## src/rtl/baud_pkg.sv

```systemverilog
package baud_pkg;
    localparam int DIV_INT_W  = 16;
    localparam int DIV_FRAC_W = 6;
    localparam int OS_SLOW    = 16;
    localparam int OS_FAST    = 8;
endpackage

```

## src/rtl/baud_div_shadow.sv

```systemverilog
module baud_div_shadow #(
    parameter int INT_W  = baud_pkg::DIV_INT_W,
    parameter int FRAC_W = baud_pkg::DIV_FRAC_W
) (
    input  logic              clk,
    input  logic              rst_n,
    input  logic              commit,
    input  logic [INT_W-1:0]  div_int,
    input  logic [FRAC_W-1:0] div_frac,
    output logic [INT_W-1:0]  act_int,
    output logic [FRAC_W-1:0] act_frac
);
    typedef struct packed {
        logic [INT_W-1:0]  ip;
        logic [FRAC_W-1:0] fp;
    } div_t;

    div_t st_d, st_q;

    always_comb begin
        st_d = st_q;
        if (commit) begin
            st_d.ip = div_int;
            st_d.fp = div_frac;
        end
    end

    always_ff @(posedge clk or negedge rst_n) begin
        if (!rst_n) st_q <= '0;
        else        st_q <= st_d;
    end

    assign act_int  = st_q.ip;
    assign act_frac = st_q.fp;
endmodule

```

## src/rtl/baud_frac_div.sv

```systemverilog
module baud_frac_div #(
    parameter int INT_W  = baud_pkg::DIV_INT_W,
    parameter int FRAC_W = baud_pkg::DIV_FRAC_W
) (
    input  logic              clk,
    input  logic              rst_n,
    input  logic              enable,
    input  logic [INT_W-1:0]  act_int,
    input  logic [FRAC_W-1:0] act_frac,
    output logic              tick_next,
    output logic              os_tick
);
    localparam int LAST_W = INT_W + 1;

    typedef struct packed {
        logic [INT_W-1:0]  cnt;
        logic [FRAC_W-1:0] acc;
        logic              tick;
    } st_t;

    st_t st_d, st_q;
    logic [FRAC_W:0]   acc_sum;
    logic              carry;
    logic [LAST_W-1:0] last;
    logic              valid;
    logic              wrap;

    always_comb begin
        acc_sum = {1'b0, st_q.acc} + {1'b0, act_frac};
        carry   = acc_sum[FRAC_W];
        last    = {1'b0, act_int} + {{INT_W{1'b0}}, carry} - LAST_W'(1);
        valid   = (act_int != '0);
        wrap    = ({1'b0, st_q.cnt} >= last);

        st_d      = st_q;
        st_d.tick = 1'b0;
        if (!enable) begin
            st_d = '0;
        end else if (valid) begin
            if (wrap) begin
                st_d.cnt  = '0;
                st_d.acc  = acc_sum[FRAC_W-1:0];
                st_d.tick = 1'b1;
            end else begin
                st_d.cnt = st_q.cnt + INT_W'(1);
            end
        end
    end

    always_ff @(posedge clk or negedge rst_n) begin
        if (!rst_n) st_q <= '0;
        else        st_q <= st_d;
    end

    assign tick_next = st_d.tick;
    assign os_tick   = st_q.tick;
endmodule

```

## src/rtl/baud_bit_div.sv

```systemverilog
module baud_bit_div #(
    parameter int SLOW = baud_pkg::OS_SLOW,
    parameter int FAST = baud_pkg::OS_FAST
) (
    input  logic clk,
    input  logic rst_n,
    input  logic enable,
    input  logic fast_mode,
    input  logic tick_in,
    output logic bit_tick
);
    localparam int CW = $clog2(SLOW);

    typedef struct packed {
        logic [CW-1:0] cnt;
        logic          tick;
    } st_t;

    st_t           st_d, st_q;
    logic [CW-1:0] last;

    always_comb begin
        last      = fast_mode ? CW'(FAST - 1) : CW'(SLOW - 1);
        st_d      = st_q;
        st_d.tick = 1'b0;
        if (!enable) begin
            st_d = '0;
        end else if (tick_in) begin
            if (st_q.cnt >= last) begin
                st_d.cnt  = '0;
                st_d.tick = 1'b1;
            end else begin
                st_d.cnt = st_q.cnt + CW'(1);
            end
        end
    end

    always_ff @(posedge clk or negedge rst_n) begin
        if (!rst_n) st_q <= '0;
        else        st_q <= st_d;
    end

    assign bit_tick = st_q.tick;
endmodule

```

## src/rtl/baud_tick_gen.sv

```systemverilog
module baud_tick_gen #(
    parameter int INT_W  = baud_pkg::DIV_INT_W,
    parameter int FRAC_W = baud_pkg::DIV_FRAC_W,
    parameter int SLOW   = baud_pkg::OS_SLOW,
    parameter int FAST   = baud_pkg::OS_FAST
) (
    input  logic              clk,
    input  logic              rst_n,
    input  logic              enable,
    input  logic [INT_W-1:0]  div_int,
    input  logic [FRAC_W-1:0] div_frac,
    input  logic              fast_mode,
    input  logic              commit,
    output logic              os_tick,
    output logic              bit_tick
);
    logic [INT_W-1:0]  act_int;
    logic [FRAC_W-1:0] act_frac;
    logic              tick_next;

    baud_div_shadow #(.INT_W(INT_W), .FRAC_W(FRAC_W)) u_shadow (
        .clk(clk), .rst_n(rst_n), .commit(commit),
        .div_int(div_int), .div_frac(div_frac),
        .act_int(act_int), .act_frac(act_frac)
    );

    baud_frac_div #(.INT_W(INT_W), .FRAC_W(FRAC_W)) u_frac (
        .clk(clk), .rst_n(rst_n), .enable(enable),
        .act_int(act_int), .act_frac(act_frac),
        .tick_next(tick_next), .os_tick(os_tick)
    );

    baud_bit_div #(.SLOW(SLOW), .FAST(FAST)) u_bit (
        .clk(clk), .rst_n(rst_n), .enable(enable), .fast_mode(fast_mode),
        .tick_in(tick_next), .bit_tick(bit_tick)
    );
endmodule

```

## config.mk

```make
export PLATFORM = sky130hd
export DESIGN_NAME = baud_tick_gen
export DESIGN_NICKNAME = d
export VERILOG_FILES = /design/src/rtl/baud_pkg.sv /design/src/rtl/baud_div_shadow.sv /design/src/rtl/baud_frac_div.sv /design/src/rtl/baud_bit_div.sv /design/src/rtl/baud_tick_gen.sv
export SDC_FILE = /design/constraint.sdc
export NUM_CORES = 1
export LEC_CHECK = 0
export BUFFER_PORTS_ARGS = -buffer_cell sky130_fd_sc_hd__buf_2
export CAP_MARGIN = 0
export CORE_AREA = 2 2 102 104
export DETAILED_ROUTE_END_ITERATION = 12
export DIE_AREA = 0 0 104 106
export PLACE_DENSITY = 0.47
export SETUP_SLACK_MARGIN = 0.5
export SYNTH_ARGS = -nofsm -noshare
export SYNTH_HDL_FRONTEND = slang
export SYNTH_SLANG_ARGS = --single-unit
```

## constraint.sdc

```tcl
create_clock -name clk -period 5.7 [get_ports clk]
set_input_delay 0.57 -clock clk [delete_from_list [all_inputs] [get_ports clk]]
set_output_delay 0.57 -clock clk [all_outputs]
set_load 0.05 [all_outputs]
```

==> run_results.csv <==
group,metric,value,unit
die,rows,37,
clock_tree,cts_resized,0,
critical_path,crit_chain,"ha_1 > inv_1 > fa_1 > nor2b_1 > o21ai_0 > nand2b_1 > a21o_1 > a21oi_1 > ha_1 > nor2b_1 > nand2_1 > nor4_1 > xnor2_1 > ha_1 > nand4_1 > or2_2 > a2111oi_4 > a2bb2oi_1 > buf_4 > a21oi_1 > a41o_1",
clock_tree,cts_tree,"yes",
pwr,internal-power,0.519,mW
route,first_pass_iters,5,
pwr,p_sw,0.193,mW
die,die_width,104,um
clock_tree,cts-root-buf,"clkbuf_8",
critical_path,crit_fanout,21,
clock_tree,path_clk_slew,0.09,ns
synth,avgSynthCellArea,9.88,um2
pwr,sequentialPowerShare,54.9,%
critical_path,worstReg2RegStart,"u_shadow.act_frac[0]",
job,cap_violations,0,
die,dieArea,11000,um2
critical_path,end_kind,"flop",
synth,syn_inst,317,
synth,synth_area,3130,um2
pwr,comb_power_share,14.2,%
pwr,power_per_cell_area,203,nW/um2
finish,drive_gt1_share,20.5,%
route,post_drt_via_cell_ratio,4.83,
sta,rsz0062_at_grt,"false",
finish,final-seq-area,1250,um2
synth,ys_seq_area_share,40.0,%
sta,setup-tns-final,0,ns
route,num_vias,2329,
clock_tree,post-cts-setup-buffers,0,
sta,final.setup_skew,0.00476,ns
finish,nNetsFinal,400,
placed_design,place.gp.congestion,0.775,
sta,finalSetupViolations,0,
clock_tree,cts_max_level,2,
critical_path,required,5.91,ns
finish,final_util,35.0,%
pwr,ir_drop,0.0890,mV
sta,finalCriticalPeriod,4.53,ns
critical_path,path_common_cell,"ha_1",
grt,grt_pass1_vias,2337,
clock_tree,clk_path_buf_depth,2,
grt,grt_pass1_wl,11.3,mm
sta,holdWs,0.347,ns
grt,grt_max_degree,51,
die,start_util,31.3,%
clock_tree,insertion_delay,0.31,ns
route,route.detailed.drc,0,
placed_design,io_buffers,28,
status,outcome,"finished clean",
synth,ys_ff_latch,50,
finish,num-fill-cells,1076,
synth,synth_nets,372,
critical_path,start_kind,"flop",
route,wl_per_cell,13.4,um
critical_path,slowest_delay,0.47,ns
pwr,clkPwrFrac,30.8,%
route,wl,6.44,mm
sta,drv_slew,0,
synth,yosysUniqueCellTypes,49,
sta,final_hold_viol_count,0,
route,first_iter_violations,78,
pwr,leakage,1.56,nW
die,die_h,106,um
placed_design,hpwl,4.82,mm
finish,multi_input_area,1780,um2
critical_path,critPathKind,"flop to flop",
clock_tree,cts_hold_buf,0,
finish,diodes,0,
grt,overflow,0,
grt,antenna_found_initial,0,
route,ant_nets,0,
die,ios,29,
grt,grt_usage,12.8,%
sta,worst_slew_pin_slew,0.904,ns
critical_path,critPathSlowestCell,"a2111oi_4",
die,coreArea,10000,um2
sta,fmax,221,MHz
finish,syn2layout_area_growth,11.9,%
min_path,worstHoldPathType,"input port to asynchronous set/reset pin",
sta,period_share,79.4,%
clock_tree,clkSinkCount,50,
sta,slew_headroom,39.3,%
pwr,p_sw_share,27.1,%
synth,synth_warnings,0,
clock_tree,numCtsBuffers,5,
critical_path,crit_start,"u_shadow.act_frac[0]",
critical_path,cp.arrival,4.74,ns
==> cells in the mapped netlist (all sizes together) <==
cell type	number	area [um2]
ha	27	338
xnor2	12	105
clkbuf	5	18.8
nand2b	3	18.8
buf	4	25.0
nand4	7	56.3
o21a	1	15.0
a31oi	1	6.26
o21bai	1	7.51
nor3b	1	7.51
a221o	1	10.0
dfrtp	50	1250
a21oi	19	95.1
fa	1	20.0
nand3	22	110
a21bo	1	10.0
mux2i	3	30.0
inv	15	56.3
or3	10	67.6
nand3b	1	7.51
mux2	20	229
nand2	32	120
and2	1	6.26
a2111oi	1	27.5
o21ai	23	126
a21o	7	52.6
a211oi	2	15.0
nor2	13	51.3
a2bb2oi	1	8.76
a41o	1	10.0
nor4	4	40.0
a22o	1	8.76
and3	2	12.5
xor2	6	52.6
nor3	6	30.0
nand4b	1	8.76
or2	4	25.0
or4	1	11.3
nor2b	5	31.3
o31a	1	8.76
==> per-stage QoR <==
stage	worst slack, ns	total power [mW]	instances	area (um2)
global route	0.678	0.758	482	3500
finish	1.17	0.712	482	3500
detailed placement	1.15	0.503	474	3410
CTS	1.13	0.726	482	3500
floorplan	1.59	0.466	317	3130
global placement	1.32	0.500	474	3410
==> cell type report <==
cell class / count / share of cell area [%]
multi-input cells: 243 / 50.8
well taps: 136 / 4.86
clock buffers: 7 / 2.46
inverters: 15 / 1.61
flip-flops and latches: 50 / 35.7
repair buffers: 30 / 4.43
clock inverters: 1 / 0.143
==> layer usage <==
| metal | track usage, % | vias to the layer above | routed length (um) |
|---|---|---|---|
| li1 | - | 1188 | - |
| met1 | 16.4 | 1111 | 3220 |
| met2 | 21.1 | 22 | 2940 |
| met3 | 1.84 | 8 | 145 |
| met4 | 6.37 | 0 | 141 |
| met5 | 0 | - | 0 |
==> worst paths after layout <==
check	endpoint	slack, ns	cells past startpoint
setup reg to reg	u_bit.st_q[4]	1.17	21
hold / removal	u_frac.st_q[19]	0.35	2
max in group asynchronous	u_shadow.act_int[3]	4.90	2
hold reg to reg	u_shadow.act_frac[0]	0.52	1
min in group clk	u_shadow.act_frac[1]	0.46	3
setup / recovery	u_bit.st_q[4]	1.17	21
==> worst max-delay path: cells and delay by family (launching register included) <==
kind	cells	cell delay [ns]
DFF	1	0.39
adders and majority gates	4	0.88
xor gates and xnor gates	1	0.11
and+or+nand+nor	7	1.22
buffers and inverters	2	0.32
AOI/OAI and AO/OA	7	1.49
==> kinds of logic after synthesis <==
group | synth area share, %
and+or+nand+nor | 19.3
AOI/OAI and AO/OA | 12.8
DFF | 40.0
adders and majority gates | 11.4
buffers and inverters | 3.20
muxes | 8.27
xor gates and xnor gates | 5.03
==> layout by cell type (no fill, tap or decap), drive strengths merged, types with 2 or more instances in the layout <==
cell     n
dfrtp   50
nand2   32
buf     30
ha      27
o21ai   23
nand3   22
mux2    20
a21oi   19
inv     15
nor2    13
xnor2   12
or3     10
a21o     7
clkbuf   7
nand4    7
nor3     6
xor2     6
nor2b    5
or2      4
nor4     4
nand2b   3
mux2i    3
a211oi   2
and3     2
==> sequential cells by signal, summed over array words and instances, names as in the netlist <==
register / count
u_bit.st_q: 4
u_bit.bit_tick: 1
u_frac.st_q: 22
u_frac.os_tick: 1
u_shadow.act_frac: 6
u_shadow.act_int: 16
==> power groups by stage <==
stage	registers (mW)	logic (mW)	clock network, mW
floorplan	0.392	0.0740	0
finish	0.391	0.101	0.220
detailed placement	0.399	0.104	0
global route	0.394	0.118	0.246
CTS	0.392	0.104	0.230
global placement	0.399	0.102	0
Note: power is estimated with default switching activity, not from simulation.
